`config.mk`:
```
export PLATFORM = sky130hd
export DESIGN_NAME = ioc_ctrl
export DESIGN_NICKNAME = d
export VERILOG_FILES = /design/src/rtl/ioc_pkg.sv /design/src/rtl/ioc_sync.sv /design/src/rtl/ioc_port.sv /design/src/rtl/ioc_outdrv.sv /design/src/rtl/ioc_ctrl.sv
export SDC_FILE = /design/constraint.sdc
export NUM_CORES = 1
export LEC_CHECK = 0
export ABC_AREA = 1
export BUFFER_PORTS_ARGS = -buffer_cell sky130_fd_sc_hd__clkbuf_2
export CAP_MARGIN = 15
export CORE_UTILIZATION = 25
export DETAILED_ROUTE_END_ITERATION = 8
export GPL_TIMING_DRIVEN = 0
export HOLD_SLACK_MARGIN = 0.08
export SETUP_SLACK_MARGIN = 0.3
export SYNTH_ARGS = -nofsm -noshare
export SYNTH_HDL_FRONTEND = slang
export SYNTH_HIERARCHICAL = 1
export SYNTH_SLANG_ARGS = --single-unit
```
`constraint.sdc`:
```
create_clock -name clk_i -period 3.6 [get_ports clk_i]
set_input_delay 0.72 -clock clk_i [delete_from_list [all_inputs] [get_ports clk_i]]
set_output_delay 0.72 -clock clk_i [all_outputs]
set_load 0.05 [all_outputs]
```
`src/rtl/ioc_pkg.sv`:
```
package ioc_pkg;

    // register offset within a port window
    localparam int IOC_OFS_W = 3;
    localparam int IOC_AW    = IOC_OFS_W + 1;
    localparam int IOC_NP    = 2;

    localparam logic [IOC_OFS_W-1:0] OFS_DIR  = 3'd0;
    localparam logic [IOC_OFS_W-1:0] OFS_IEN  = 3'd1;
    localparam logic [IOC_OFS_W-1:0] OFS_MODE = 3'd2;
    localparam logic [IOC_OFS_W-1:0] OFS_DEFV = 3'd3;
    localparam logic [IOC_OFS_W-1:0] OFS_LIVE = 3'd4;
    localparam logic [IOC_OFS_W-1:0] OFS_CAP  = 3'd5;
    localparam logic [IOC_OFS_W-1:0] OFS_CFG  = 3'd7;

    // shared configuration, bit 0 = mirror
    typedef struct packed {
        logic [3:0] rsvd;
        logic       act_high;
        logic       odrain;
        logic       clr_cap;
        logic       mirror;
    } ioc_cfg_t;

endpackage

```
`src/rtl/ioc_sync.sv`:
```
module ioc_sync #(
    parameter int W = 8
) (
    input  logic         clk_i,
    input  logic         rst_ni,
    input  logic [W-1:0] d_i,
    output logic [W-1:0] q_o
);

    typedef struct packed {
        logic [W-1:0] s1;
        logic [W-1:0] s2;
    } sync_t;

    sync_t s_d, s_q;

    always_comb begin
        s_d    = s_q;
        s_d.s1 = d_i;
        s_d.s2 = s_q.s1;
    end

    always_ff @(posedge clk_i or negedge rst_ni) begin
        if (!rst_ni) begin
            s_q <= '0;
        end else begin
            s_q <= s_d;
        end
    end

    assign q_o = s_q.s2;

endmodule

```
`src/rtl/ioc_port.sv`:
```
module ioc_port #(
    parameter int W = 8
) (
    input  logic         clk_i,
    input  logic         rst_ni,
    input  logic [W-1:0] pin_i,
    input  logic [W-1:0] dir_i,
    input  logic [W-1:0] ien_i,
    input  logic [W-1:0] mode_i,
    input  logic [W-1:0] defv_i,
    input  logic         clr_i,
    output logic         flag_o,
    output logic [W-1:0] cap_o
);

    typedef struct packed {
        logic         flag;
        logic [W-1:0] cap;
        logic [W-1:0] prev;
    } port_t;

    port_t        s_d, s_q;
    logic [W-1:0] mask;
    logic [W-1:0] cmpv;
    logic [W-1:0] diff;
    logic         hit;

    always_comb begin
        mask = dir_i & ien_i;
        cmpv = (mode_i & defv_i) | (~mode_i & s_q.prev);
        diff = (pin_i ^ cmpv) & mask;
        hit  = |diff;

        s_d = s_q;
        if (clr_i) begin
            // clear, but re-arm at once if a condition is still there
            s_d.flag = hit;
            s_d.prev = pin_i;
            if (hit) begin
                s_d.cap = pin_i;
            end
        end else if (!s_q.flag) begin
            s_d.prev = pin_i;
            if (hit) begin
                s_d.flag = 1'b1;
                s_d.cap  = pin_i;
            end
        end
    end

    always_ff @(posedge clk_i or negedge rst_ni) begin
        if (!rst_ni) begin
            s_q <= '0;
        end else begin
            s_q <= s_d;
        end
    end

    assign flag_o = s_q.flag;
    assign cap_o  = s_q.cap;

    // snapshot frozen while pending
    a_r5_cap_frozen: assert property (@(posedge clk_i) disable iff (!rst_ni)
        (s_q.flag && !clr_i) |=> $stable(s_q.cap));

    // snapshot equals port value on the setting edge
    a_r5_cap_on_set: assert property (@(posedge clk_i) disable iff (!rst_ni)
        $rose(s_q.flag) |-> (s_q.cap == $past(pin_i)));

    // no qualifying pins means no new flag
    a_r2_masked_quiet: assert property (@(posedge clk_i) disable iff (!rst_ni)
        (((dir_i & ien_i) == '0) && !s_q.flag) |=> !s_q.flag);

    // clear without pending condition drops the flag
    a_r7_clear_drops: assert property (@(posedge clk_i) disable iff (!rst_ni)
        (clr_i && !hit) |=> !s_q.flag);

    // clear with pending condition keeps the flag
    a_r8_refire: assert property (@(posedge clk_i) disable iff (!rst_ni)
        (clr_i && hit) |=> s_q.flag);

endmodule

```
`src/rtl/ioc_outdrv.sv`:
```
module ioc_outdrv (
    input  logic [1:0] flag_i,
    input  logic       mirror_i,
    input  logic       odrain_i,
    input  logic       act_high_i,
    output logic [1:0] int_o,
    output logic [1:0] int_oe_o
);

    logic [1:0] act;

    for (genvar g = 0; g < 2; g++) begin : g_line
        assign act[g]      = mirror_i ? (|flag_i) : flag_i[g];
        assign int_o[g]    = odrain_i ? 1'b0 : (act_high_i ? act[g] : ~act[g]);
        assign int_oe_o[g] = odrain_i ? act[g] : 1'b1;
    end

endmodule

```
`src/rtl/ioc_ctrl.sv`:
```
module ioc_ctrl
    import ioc_pkg::*;
#(
    parameter int W = 8
) (
    input  logic              clk_i,
    input  logic              rst_ni,
    input  logic [W-1:0]      port_a_i,
    input  logic [W-1:0]      port_b_i,
    input  logic [IOC_AW-1:0] reg_addr_i,
    input  logic              reg_wr_i,
    input  logic [W-1:0]      reg_wdata_i,
    input  logic              reg_rd_done_i,
    output logic [W-1:0]      reg_rdata_o,
    output logic              int_a_o,
    output logic              int_a_oe_o,
    output logic              int_b_o,
    output logic              int_b_oe_o
);

    localparam int NP = IOC_NP;

    typedef struct packed {
        logic [NP-1:0][W-1:0] dir;
        logic [NP-1:0][W-1:0] ien;
        logic [NP-1:0][W-1:0] mode;
        logic [NP-1:0][W-1:0] defv;
        ioc_cfg_t             cfg;
    } regs_t;

    regs_t                r_d, r_q;
    logic [NP-1:0][W-1:0] pin_raw;
    logic [NP-1:0][W-1:0] pin_s;
    logic [NP-1:0][W-1:0] cap;
    logic [NP-1:0]        flag;
    logic [NP-1:0]        clr;
    logic [1:0]           int_o;
    logic [1:0]           int_oe;
    logic                 psel;
    logic [IOC_OFS_W-1:0] ofs;
    logic [IOC_OFS_W-1:0] clr_ofs;

    assign pin_raw = {port_b_i, port_a_i};
    assign psel    = reg_addr_i[IOC_AW-1];
    assign ofs     = reg_addr_i[IOC_OFS_W-1:0];
    assign clr_ofs = r_q.cfg.clr_cap ? OFS_CAP : OFS_LIVE;

    // register writes
    always_comb begin
        r_d = r_q;
        if (reg_wr_i) begin
            case (ofs)
                OFS_DIR:  r_d.dir[psel]  = reg_wdata_i;
                OFS_IEN:  r_d.ien[psel]  = reg_wdata_i;
                OFS_MODE: r_d.mode[psel] = reg_wdata_i;
                OFS_DEFV: r_d.defv[psel] = reg_wdata_i;
                OFS_CFG:  r_d.cfg        = ioc_cfg_t'(reg_wdata_i[7:0]);
                default:  r_d = r_q;
            endcase
        end
    end

    always_ff @(posedge clk_i or negedge rst_ni) begin
        if (!rst_ni) begin
            r_q.dir  <= '1;
            r_q.ien  <= '0;
            r_q.mode <= '0;
            r_q.defv <= '0;
            r_q.cfg  <= '0;
        end else begin
            r_q <= r_d;
        end
    end

    // register reads
    always_comb begin
        case (ofs)
            OFS_DIR:  reg_rdata_o = r_q.dir[psel];
            OFS_IEN:  reg_rdata_o = r_q.ien[psel];
            OFS_MODE: reg_rdata_o = r_q.mode[psel];
            OFS_DEFV: reg_rdata_o = r_q.defv[psel];
            OFS_LIVE: reg_rdata_o = pin_s[psel];
            OFS_CAP:  reg_rdata_o = cap[psel];
            OFS_CFG:  reg_rdata_o = W'(r_q.cfg);
            default:  reg_rdata_o = '0;
        endcase
    end

    for (genvar g = 0; g < NP; g++) begin : g_port
        assign clr[g] = reg_rd_done_i && (psel == 1'(g)) && (ofs == clr_ofs);

        ioc_sync #(.W(W)) u_sync (
            .clk_i  (clk_i),
            .rst_ni (rst_ni),
            .d_i    (pin_raw[g]),
            .q_o    (pin_s[g])
        );

        ioc_port #(.W(W)) u_port (
            .clk_i  (clk_i),
            .rst_ni (rst_ni),
            .pin_i  (pin_s[g]),
            .dir_i  (r_q.dir[g]),
            .ien_i  (r_q.ien[g]),
            .mode_i (r_q.mode[g]),
            .defv_i (r_q.defv[g]),
            .clr_i  (clr[g]),
            .flag_o (flag[g]),
            .cap_o  (cap[g])
        );
    end

    ioc_outdrv u_outdrv (
        .flag_i     (flag),
        .mirror_i   (r_q.cfg.mirror),
        .odrain_i   (r_q.cfg.odrain),
        .act_high_i (r_q.cfg.act_high),
        .int_o      (int_o),
        .int_oe_o   (int_oe)
    );

    assign int_a_o    = int_o[0];
    assign int_b_o    = int_o[1];
    assign int_a_oe_o = int_oe[0];
    assign int_b_oe_o = int_oe[1];

    // mirrored lines agree
    a_r9_mirror_equal: assert property (@(posedge clk_i) disable iff (!rst_ni)
        r_q.cfg.mirror |-> ((int_a_o == int_b_o) && (int_a_oe_o == int_b_oe_o)));

    // open-drain never drives high
    a_r10_od_low: assert property (@(posedge clk_i) disable iff (!rst_ni)
        r_q.cfg.odrain |-> (!int_a_o && !int_b_o));

    // a write never clears a pending port A flag
    a_r6_write_keeps: assert property (@(posedge clk_i) disable iff (!rst_ni)
        (reg_wr_i && !reg_rd_done_i && flag[0]) |=> flag[0]);

    // only port B's own read clears port B
    a_r9_own_clear: assert property (@(posedge clk_i) disable iff (!rst_ni)
        (flag[1] && !clr[1]) |=> flag[1]);

endmodule

```
# --- After elaboration in Yosys (flattened, before gate mapping) ---
# Index checks and enable logic that the tools add are counted.
word_totals:
  regBits: 138
  output_inout_bits: 12
  word_cells: 107
  ramBits: 0
  memories: 0
  latchBits: 0
  romBits: 0
  inputBits: 32
classes:
  div_mod_pow: 0
  n_mul: 0
  magnitude_cmp: 2
  eq_ne: 11
  shift: 0
  bitwise_logic: 17
  add_sub_neg: 0
  reduce_logical: 18
  mux: 36
ops:
  columns: ["operator", "n"]
  rows:
  - ["$mux W8", 15]
  - ["$mux W17", 4]
  - ["$and A8 B8 Y8", 8]
  - ["$bwmux W16", 4]
  - ["$pmux W8 S7", 1]
  - ["$mux W9", 2]
  - ["$not A8 Y8", 2]
  - ["$or A8 B8 Y8", 2]
  - ["$reduce_or A8 Y1", 2]
  - ["$xor A8 B8 Y8", 2]
  - ["$reduce_and A2 Y1", 5]
  - ["$eq A3 B3 Y1 const B", 3]
  - ["$mux W1", 9]
  - ["$demux W8 S1", 1]
  - ["$eq A3 B2 Y1 const B", 2]
  - ["$reduce_and A3 Y1", 2]
  - ["$logic_and A1 B1 Y1", 5]
  - ["$ne A2 B1 Y1 const B", 2]
  - ["$ne A2 B2 Y1 const B", 2]
  - ["$reduce_bool A2 Y1", 2]
  - ["$eq A3 B1 Y1 const B", 1]
  - ["$eq A3 B3 Y1", 1]
  - ["$logic_not A3 Y1", 1]
  - ["$not A1 Y1", 3]
  - ["3 further kinds", 3]

# --- Depth between registers and ports, before layout ---
# Gate-level depths: netlist of run 1.
logic_depth:
  word_depth: 9
  mapped_depth: 11
  mapped_depth_nobuf: 11

# --- Modules after synthesis ---
# Netlist of run 1, hierarchy kept.
modules_own_cells:
  columns: ["mod", "cells_per_inst", "instances", "area_per_inst_um2"]
  rows:
  - ["ioc_ctrl", 523, 1, 4175.3]
  - ["ioc_port", 154, 2, 1082.3]
  - ["ioc_sync", 16, 2, 400.4]
  - ["ioc_outdrv", 15, 1, 63.8]

# --- Least setup slack after synthesis of run 1 ---
# OpenSTA, ideal clock, no wires.
synth_path:
  kind: "input -> output"
  startpoint: "in reg_addr_i[3]"
  endpoint: "out reg_rdata_o[5]"
  setup_slack_ns: 1.087
  t_required_ns: 2.880
  stages: 10
  t_arrival_ns: 1.793
  n_path_buf: 3
  cell_sequence: "buf_6 > inv_4 > buf_6 > buf_6 > nand2_1 > nand2_1 > nand2_1 > nand2_1 > nor2_1 > nand2_1"
synth_between:
  elab_chain_len: 3
  elab_cells_between_ends: 13
  cone_classes: "mux (13)"
synth_lines:
  columns: ["element", "line", "text"]
  rows:
  - ["from (decl)", "ioc_ctrl.sv:10", "input logic [IOC_AW-1:0] reg_addr_i,"]
  - ["$mux W8 (implied by the code), or another cell as far along (2 in a row)", "ioc_ctrl.sv:83", "OFS_CAP: reg_rdata_o = cap[psel];"]
  - ["$pmux W8 S7 (*)", "ioc_ctrl.sv:77", "case (ofs)"]
  - ["to (decl)", "ioc_ctrl.sv:14", "output logic [W-1:0] reg_rdata_o,"]
# Mark *: on every way between the ends. The rest lies on a longest branch, timed or not. The select of a mux whose other input is x is not followed.

# --- Worst setup path in the final report of run 1 ---
layout_path:
  startpoint: "in reg_addr_i[1]"
  endpoint: "out reg_rdata_o[6]"
layout_between:
  elab_chain_len: 2
  elab_cells_between_ends: 8
  cone_classes: "eq/ne (6); mux (1); reduce/logical (1)"
layout_lines:
  columns: ["element", "line"]
  rows:
  - ["$eq A3 B3 Y1, or another cell as far along", "ioc_ctrl.sv:77"]
  - ["$pmux W8 S7 (*)", "ioc_ctrl.sv:77"]
# Mark *: on every way between the ends. The rest lies on a longest branch, timed or not.

==> reports/results.tsv, run 1 <==
metric	value	unit
Worst Hold Class	in2async	
Mapped Avg Cell Area	8.21	um^2
compound-cell area share of the yosys netlist	9.05	%
Mapped Nets	910	
Cell Pwr Density	630	nW/um^2
fin cells	1328	
Synth area leader	dfrtp_1	
Pwr Total	0.00536	W
Clock Latency Late Sink	0.43	ns
routability cong.	0.936	
Max Fanout on Critical Path	7	
Worst EP arrival	2.16	ns
Synth Area in Simple Gates	33.3	%
drt pass-1 iters	5	
starting density of the core	25.7	%
Rows	61	
Crit Path Category	in2out	
RSZ-0062 raised after global routing	no	
Placement Setup Slack	0.743	ns
via/cell ratio	4.36	
Core Area	28100	um^2
H-tree levels	4	
max frequency	347	MHz
vias	5792	
largest family of logic cells by synthesized area	simple AND/OR/NAND/NOR gates	
slew of the pin with the lowest slew margin	0.738	ns
DIE HEIGHT	172	um
first-pass GRT wire length	33.0	mm
Clock Skews	0.00728	ns
DRC	0	
Die Wd	172	um
Routed Antenna Nets	0	
Psw	0.00184	W
Final WS setup	0.721	ns
final net count	969	
Setup Viol. Count Final	0	
layout cells sized above 1	23.3	%
clock tree buffer depth	2	
outcome	completed	
First DRT Iteration DRCs	356	
Die Area	29500	um^2
Post-CTS Resized	0	
distinct cell type count after synthesis	30	
Inst Count DP	1296	
clk sinks	138	
total global-route track usage	15.4	%
worst setup path start	reg_addr_i[1]	
sequential power share	41.7	%
DP Wirelength	15.7	mm
XOR/XNOR Fraction of Synth Area	0.122	%
port buffer count	39	
clock group share of total power	33.0	%
Slew Limit Fails	0	
Post-CTS Setup Inserts	0	
clk slew on worst S/H paths	0.06	ns
Inserted Clock Buffers	17	
initial antenna violation count	0	
clock root buffer	clkbuf_16	
multiplexer share of the synthesized area	0.938	%
Max Cap Viol	0	
Critical Path RT	2.88	ns
Internal	0.00352	W
global route overflow	0	
minimum clock period	2.88	ns
endpoints failing hold	0	
element type at the critical path start	primary input	
Filler Cell Count	3086	
worst r2r src	r_q[1]	
WL/cell	15.8	um
Lkg Pwr	4.24	nW
synthesis-to-layout area growth	18.1	%
Synth Warn #	6	
sequential area share after synthesis	48.2	%
Crit. End Element	output pin	
ant diodes	0	
largest net degree at the start of global routing	72	
switch share	34.4	%
Gate power share	25.2	%
maximum vdd drop	335	uV
Detailed Route WL	21.0	mm
Post-Syn Area	7200	um^2
post-synth top area share	42.4	%
vias in the first global route	5716	
largest cells by area after synthesis	dfrtp_1, nand2_1, o21ai_2	
Synth Instances	878	
final core occ	30.3	%
crit share post-route	80.0	%
adder-cell share of the synthesized area	0	%
CTS tree	built	
setup TNS	0	ns
worst relative slew slack	50.8	%
Ports	44	
register bit count reported by yosys	138	
CTS Hold Bufs	0	
## routing by layer
layer	global-route usage, %	wire (um)
met5	0	0
met4	5.19	392
met3	2.85	918
met2	23.0	9170
met1	22.1	10500
## power groups by stage
stage	clock network, W	registers [W]	logic [W]
2_1_floorplan	0	0.00214	0.00107
3_3_place_gp	0	0.00225	0.00132
3_5_place_dp	0	0.00226	0.00136
4_1_cts	0.00182	0.00223	0.00136
5_1_grt	0.00189	0.00228	0.00152
6_report	0.00177	0.00224	0.00135
## registers in the layout (all words and copies together) (netlist names)
register,count
g_port.u_port/cap_o,16
g_port.u_port/flag_o,2
g_port.u_port/s_q,16
g_port.u_sync/q_o,16
g_port.u_sync/s_d,16
r_q,72
## worst max-delay path: stages
cell      delay (ns)
clkbuf_2        0.18
inv_2           0.14
nand2_1         0.12
nor2_2          0.26
nand2_1         0.15
nand2_1         0.12
nor2_1          0.05
nand2_1         0.11
clkbuf_2        0.30
## synthesized netlist by cell type, drive strengths merged
library cell	count
nand2	429
dfrtp	122
o21ai	74
nand3	58
inv	55
buf	38
nor2	38
a21oi	18
dfstp	16
clkinv	8
nand3b	8
mux2	6
clkbuf	5
nor3	2
xnor2	1
## stage by stage
step	instance area [um^2]	hold WS, ns
2_1_floorplan	7200	0.331
3_3_place_gp	7870	0.334
3_5_place_dp	7910	0.335
4_1_cts	8510	0.310
5_1_grt	8510	0.328
6_report	8510	0.291
## cells in the final DEF (no fill, tap or decap), drive strengths merged
cell / instances
nand3: 58
dfrtp: 122
inv: 61
clkbuf: 62
nand3b: 8
dfstp: 16
a21oi: 18
clkinv: 9
xnor2: 1
mux2: 6
nor2: 38
bufinv: 2
nor3: 2
clkinvlp: 5
buf: 39
o21ai: 74
nand2: 429
## cell type report
class,count,area [um^2],share of cell area [%]
timing repair buffer,40,231,2.72
sequential,138,3470,40.8
clock inverter,14,158,1.85
buffer,43,360,4.24
inverter,63,246,2.90
clock buffer,18,439,5.16
tap,378,473,5.56
multi-input combinational,634,3120,36.7
## cell families (layout without fill, tap and decap cells)
group / count (synthesis) / in the layout
buffers and inverters: 106 / 178
flip-flops: 138 / 138
AO/OA/AOI/OAI: 92 / 92
multiplexers: 6 / 6
XOR/XNOR: 1 / 1
AND/OR/NAND/NOR: 535 / 535
## final timing paths
path	depth (start not counted)	slack [ns]	to
min reg2reg	0	0.35	g_port[1].u_sync/q_o[7]
min	1	0.29	g_port[0].u_sync/q_o[1]
max in group asynchronous	2	2.54	r_q[69]
max reg2reg	7	1.72	g_port[1].u_port/flag_o
max	9	0.72	reg_rdata_o[6]
min in group clk_i	0	0.35	g_port[1].u_sync/q_o[7]
Note: power is estimated with default switching activity, not from simulation.
==> run 2: changes to the inputs <==
- clock period: 3.6 -> 2.35 ns (I/O delays scaled with it)
==> reports/results.tsv, run 2 (synthesis results as in run 1) <==
metric	value	unit
outcome	completed	
commonest cells after routing, fill and taps aside	nand2_1, dfrtp_1, inv_1, o21ai_2, nand3_1	
minimum clock period	2.07	ns
Max Fanout on Critical Path	2	
Clock Latency Late Sink	0.43	ns
crit share post-route	88.2	%
hold depth	1	
Routed Antenna Nets	0	
Worst Reg-to-Reg Cells	7	
final core occ	32.3	%
Worst EP arrival	1.60	ns
total global-route track usage	15.8	%
Worst Hold Class	in2reg	
Max Cap Viol	0	
Die Wd	172	um
ant diodes	0	
layout cells sized above 1	31.5	%
Core Area	28100	um^2
First DRT Iteration DRCs	439	
slowest CP cell	dfstp_2	
vias in the first global route	5845	
RR Endpoint	g_port[1].u_port/flag_o	
Buf/Inv on CP	1	
Die Area	29500	um^2
most used cell along the critical path	nand2_1	
RSZ-0062 raised after global routing	yes	
commonest non-fill, non-tap cell in the layout	nand2_1	
Biggest register	r_q	
Placement Setup Slack	-0.00666	ns
Top Family by Delay on Critical Path	flip-flops	
worst r2r src	r_q[1]	
Rows	61	
clk sinks	138	
DRC	0	
final net count	1001	
vias	6014	
WL/cell	16.0	um
Slew Limit Fails	0	
Crit. End Element	output pin	
global route overflow	0	
Crit Path Category	reg2out	
synthesis-to-layout area growth	25.9	%
via/cell ratio	4.42	
Ports	44	
Setup Viol. Count Final	0	
setup TNS	0	ns
H-tree levels	4	
Detailed Route WL	21.8	mm
Hold Path Sink	g_port[0].u_sync/s_d[0]	
R2R Setup Slk	0.46	ns
Inserted Clock Buffers	17	
Post-Place Cell Area	7910	um^2
Cell Chain, Critical Path	nand2_1 > nand2_1 > nand2_1 > nand2_2 > nor2_2 > nand2_1 > buf_8	
drt pass-1 iters	5	
clock tree buffer depth	2	
max frequency	483	MHz
Final Cell Area	9070	um^2
port buffer count	39	
Inst Count DP	1296	
Cell Pwr Density	940	nW/um^2
Final WS setup	0.278	ns
Filler Cell Count	3047	
min-delay src	port_a_i[0]	
starting density of the core	25.7	%
clk slew on worst S/H paths	0.06	ns
max FFs per register	72	
routability cong.	0.936	
Lkg Pwr	4.48	nW
initial antenna violation count	0	
Critical Path RT	1.88	ns
DIE HEIGHT	172	um
max incr delay on CP	0.55	ns
largest net degree at the start of global routing	72	
slew of the pin with the lowest slew margin	0.721	ns
endpoints failing hold	0	
Clock Skews	0.00830	ns
first-pass GRT wire length	33.8	mm
fin cells	1360	
maximum vdd drop	499	uV
CTS tree	built	
element type at the critical path start	flip-flop	
DP Wirelength	15.7	mm
clock root buffer	clkbuf_16	
worst relative slew slack	51.9	%
-- run 2: cell types whose count changed in the layout (fill, tap and decap cells not counted), moves of 7 or more --
cell / delta
nand2_1: -28
buf_4: +25
nand2_2: +22
dfrtp_1: -11
dfrtp_2: +11
buf_8: +10
nor2_1: -10
nor2_2: +8
clkbuf_2: -7
-- run 2: metal layers --
| layer | up-vias | routed length (um) | GRT usage (%) |
|---|---|---|---|
| li1 | 2933 | - | - |
| met1 | 2912 | 10900 | 22.7 |
| met2 | 154 | 9620 | 23.6 |
| met3 | 15 | 982 | 3.27 |
| met4 | 0 | 294 | 5.04 |
| met5 | - | 0 | 0 |
-- run 2: per-stage QoR --
stage	hold slack, ns	total power [W]
finish	0.141	0.00852
global route	0.127	0.00902
CTS	0.127	0.00846
detailed placement	0.335	0.00553
global placement	0.334	0.00547
floorplan	0.174	0.00491
-- run 2: power breakdown --
| part | total, W | leakage (nW) | internal (W) | switching, W |
|---|---|---|---|---|
| clock | 0.00272 | 0.278 | 0.00161 | 0.00111 |
| sequential | 0.00343 | 1.64 | 0.00296 | 0.000462 |
| combinational | 0.00238 | 2.55 | 0.00101 | 0.00137 |
-- run 2: worst reg2reg max path, cell delays in order (launching register included) --
cell	delay [ns]
dfrtp_1	0.40
xnor2_1	0.14
nand2_1	0.08
nor3_1	0.21
inv_1	0.07
nand2_1	0.27
clkbuf_1	0.41
nand3_1	0.16
-- run 2: how the worst max path moves through the flow --
stage	start	to	slack [ns]	cells after the start
2_1_floorplan	reg_addr_i[3]	reg_rdata_o[5]	0.34	10
3_3_place_gp	rst_ni	g_port[1].u_sync/s_d[6]	-1.56	1
3_5_place_dp	reg_addr_i[1]	reg_rdata_o[7]	-0.007	9
4_1_cts	r_q[61]	reg_rdata_o[5]	0.24	7
5_1_grt	r_q[67]	reg_rdata_o[3]	0.21	7
6_report	r_q[65]	reg_rdata_o[1]	0.28	7
-- run 2: cell type report --
cell class | count | area [um^2] | share of cell area (%)
plain buffers | 43 | 408 | 4.50
clock buffers | 18 | 439 | 4.84
clock inverters | 14 | 158 | 1.74
inverters | 63 | 256 | 2.83
multi-input cells | 635 | 3300 | 36.4
flip-flops and latches | 138 | 3490 | 38.5
well taps | 378 | 473 | 5.22
repair buffers | 71 | 549 | 6.06
-- run 2: what timing repair did --
action,4_1_cts,5_1_grt
gates cloned,1,0
buffers inserted,17,13
pin swaps,22,19
resized for setup,55,54
hold buffers,1,0
endpoints found under the setup margin,8,8
endpoints found under the hold margin,21,0
==> run 3: changes to the inputs <==
- RECOVER_POWER: not set -> 100
==> reports/results.tsv, run 3 (synthesis results as in run 1) <==
metric	value	unit
worst relative slew slack	34.0	%
Worst EP arrival	1.70	ns
Inst Count DP	1296	
Routed Antenna Nets	0	
Rows	61	
Crit Path Category	in2out	
Lkg Pwr	4.34	nW
commonest non-fill, non-tap cell in the layout	nand2_1	
R2R Setup Slk	0.30	ns
Top Layer Used	met4	
Cell Pwr Density	963	nW/um^2
Worst Hold Class	in2reg	
wire length on met1	10.9	mm
minimum clock period	2.17	ns
Max Cap Viol	0	
Ports	44	
met2 wire length	9.60	mm
ant diodes	0	
drt pass-1 iters	5	
clk sinks	138	
Clock Latency Late Sink	0.43	ns
First DRT Iteration DRCs	440	
Clock Skews	0.00764	ns
max FFs per register	72	
RR Endpoint	g_port[1].u_port/cap_o[0]	
Inserted Clock Buffers	17	
global route overflow	0	
Post-Place Cell Area	7910	um^2
commonest cells after routing, fill and taps aside	nand2_1, dfrtp_1, nand3_1, inv_1, o21ai_0	
slowest CP cell	clkinvlp_2	
max incr delay on CP	0.24	ns
routability cong.	0.936	
Crit. End Element	output pin	
final net count	1001	
layout cells sized above 1	25.7	%
Cell Chain, Critical Path	buf_6 > clkinvlp_2 > nand2_1 > nor2_8 > nand2_1 > nand2_1 > nor2_2 > nand2_2 > clkbuf_2	
DRC	0	
min-delay src	port_a_i[0]	
final core occ	31.1	%
Setup Viol. Count Final	0	
Worst Reg-to-Reg Cells	9	
clock root buffer	clkbuf_16	
slew of the pin with the lowest slew margin	0.991	ns
max frequency	461	MHz
Hold Path Sink	g_port[0].u_sync/s_d[0]	
Biggest register	r_q	
hold depth	1	
crit share post-route	92.4	%
endpoints failing hold	0	
maximum vdd drop	492	uV
clock tree buffer depth	2	
met3 routed wirelength	1.03	mm
Slew Limit Fails	0	
Die Area	29500	um^2
Core Area	28100	um^2
via/cell ratio	4.43	
Die Wd	172	um
vias	6029	
H-tree levels	4	
starting density of the core	25.7	%
element type at the critical path start	primary input	
outcome	completed	
initial antenna violation count	0	
vias in the first global route	5845	
DP Wirelength	15.7	mm
setup TNS	0	ns
Final Cell Area	8730	um^2
Max Fanout on Critical Path	8	
clk slew on worst S/H paths	0.06	ns
Critical Path RT	1.88	ns
worst r2r src	r_q[1]	
first-pass GRT wire length	33.8	mm
fin cells	1360	
total global-route track usage	15.8	%
Filler Cell Count	3128	
RSZ-0062 raised after global routing	yes	
Detailed Route WL	21.8	mm
synthesis-to-layout area growth	21.2	%
WL/cell	16.1	um
largest net degree at the start of global routing	72	
port buffer count	39	
most used cell along the critical path	nand2_1	
CTS tree	built	
DIE HEIGHT	172	um
run 3: final cells by class:
class / instances / area (um^2) / share of cell area [%]
flip-flops and latches: 138 / 3490 / 39.9
multi-input cells: 635 / 3080 / 35.3
repair buffers: 71 / 515 / 5.90
well taps: 378 / 473 / 5.42
clock buffers: 18 / 439 / 5.03
plain buffers: 43 / 325 / 3.73
inverters: 63 / 253 / 2.89
clock inverters: 14 / 158 / 1.81
run 3: metal layers:
| layer | global-route usage [%] | vias to the layer above |
|---|---|---|
| met1 | 22.7 | 2922 |
| met2 | 23.6 | 158 |
| met4 | 5.04 | 0 |
| li1 | - | 2931 |
| met3 | 3.27 | 18 |
| met5 | 0 | - |
run 3: worst max-delay path by stage:
| stage | startpoint | endpoint | cells after the start |
|---|---|---|---|
| floorplan | reg_addr_i[3] | reg_rdata_o[5] | 10 |
| global route | reg_addr_i[0] | reg_rdata_o[5] | 9 |
| global placement | rst_ni | g_port[1].u_sync/s_d[6] | 1 |
| finish | reg_addr_i[0] | reg_rdata_o[6] | 9 |
| detailed placement | reg_addr_i[1] | reg_rdata_o[7] | 9 |
| CTS | r_q[61] | reg_rdata_o[5] | 7 |
run 3: timing repair:
action / in CTS / in global routing
gates cloned: 1 / 0
pin swaps: 22 / 19
hold endpoints to repair: 21 / 0
buffers inserted: 17 / 13
setup endpoints to repair: 8 / 8
hold buffers: 1 / 0
resized for setup: 55 / 54
run 3: stage by stage:
step	worst slack, ns	hold WS, ns	power (W)
finish	0.179	0.144	0.00841
global route	0.111	0.127	0.00891
CTS	0.245	0.127	0.00846
detailed placement	-0.00666	0.335	0.00553
global placement	-1.56	0.334	0.00547
floorplan	0.337	0.174	0.00491
run 3: critical path, delay by kind of cell:
| kind | cells | cell delay, ns |
|---|---|---|
| and+or+nand+nor | 6 | 0.59 |
| buffers and inverters | 3 | 0.63 |
run 3: power by group:
part | switching, W | total [W] | internal, W | leakage [nW]
Sequential | 0.000459 | 0.00342 | 0.00296 | 1.64
Combinational | 0.00132 | 0.00227 | 0.000943 | 2.42
Clock | 0.00111 | 0.00272 | 0.00161 | 0.278
Total | 0.00289 | 0.00841 | 0.00552 | 4.34
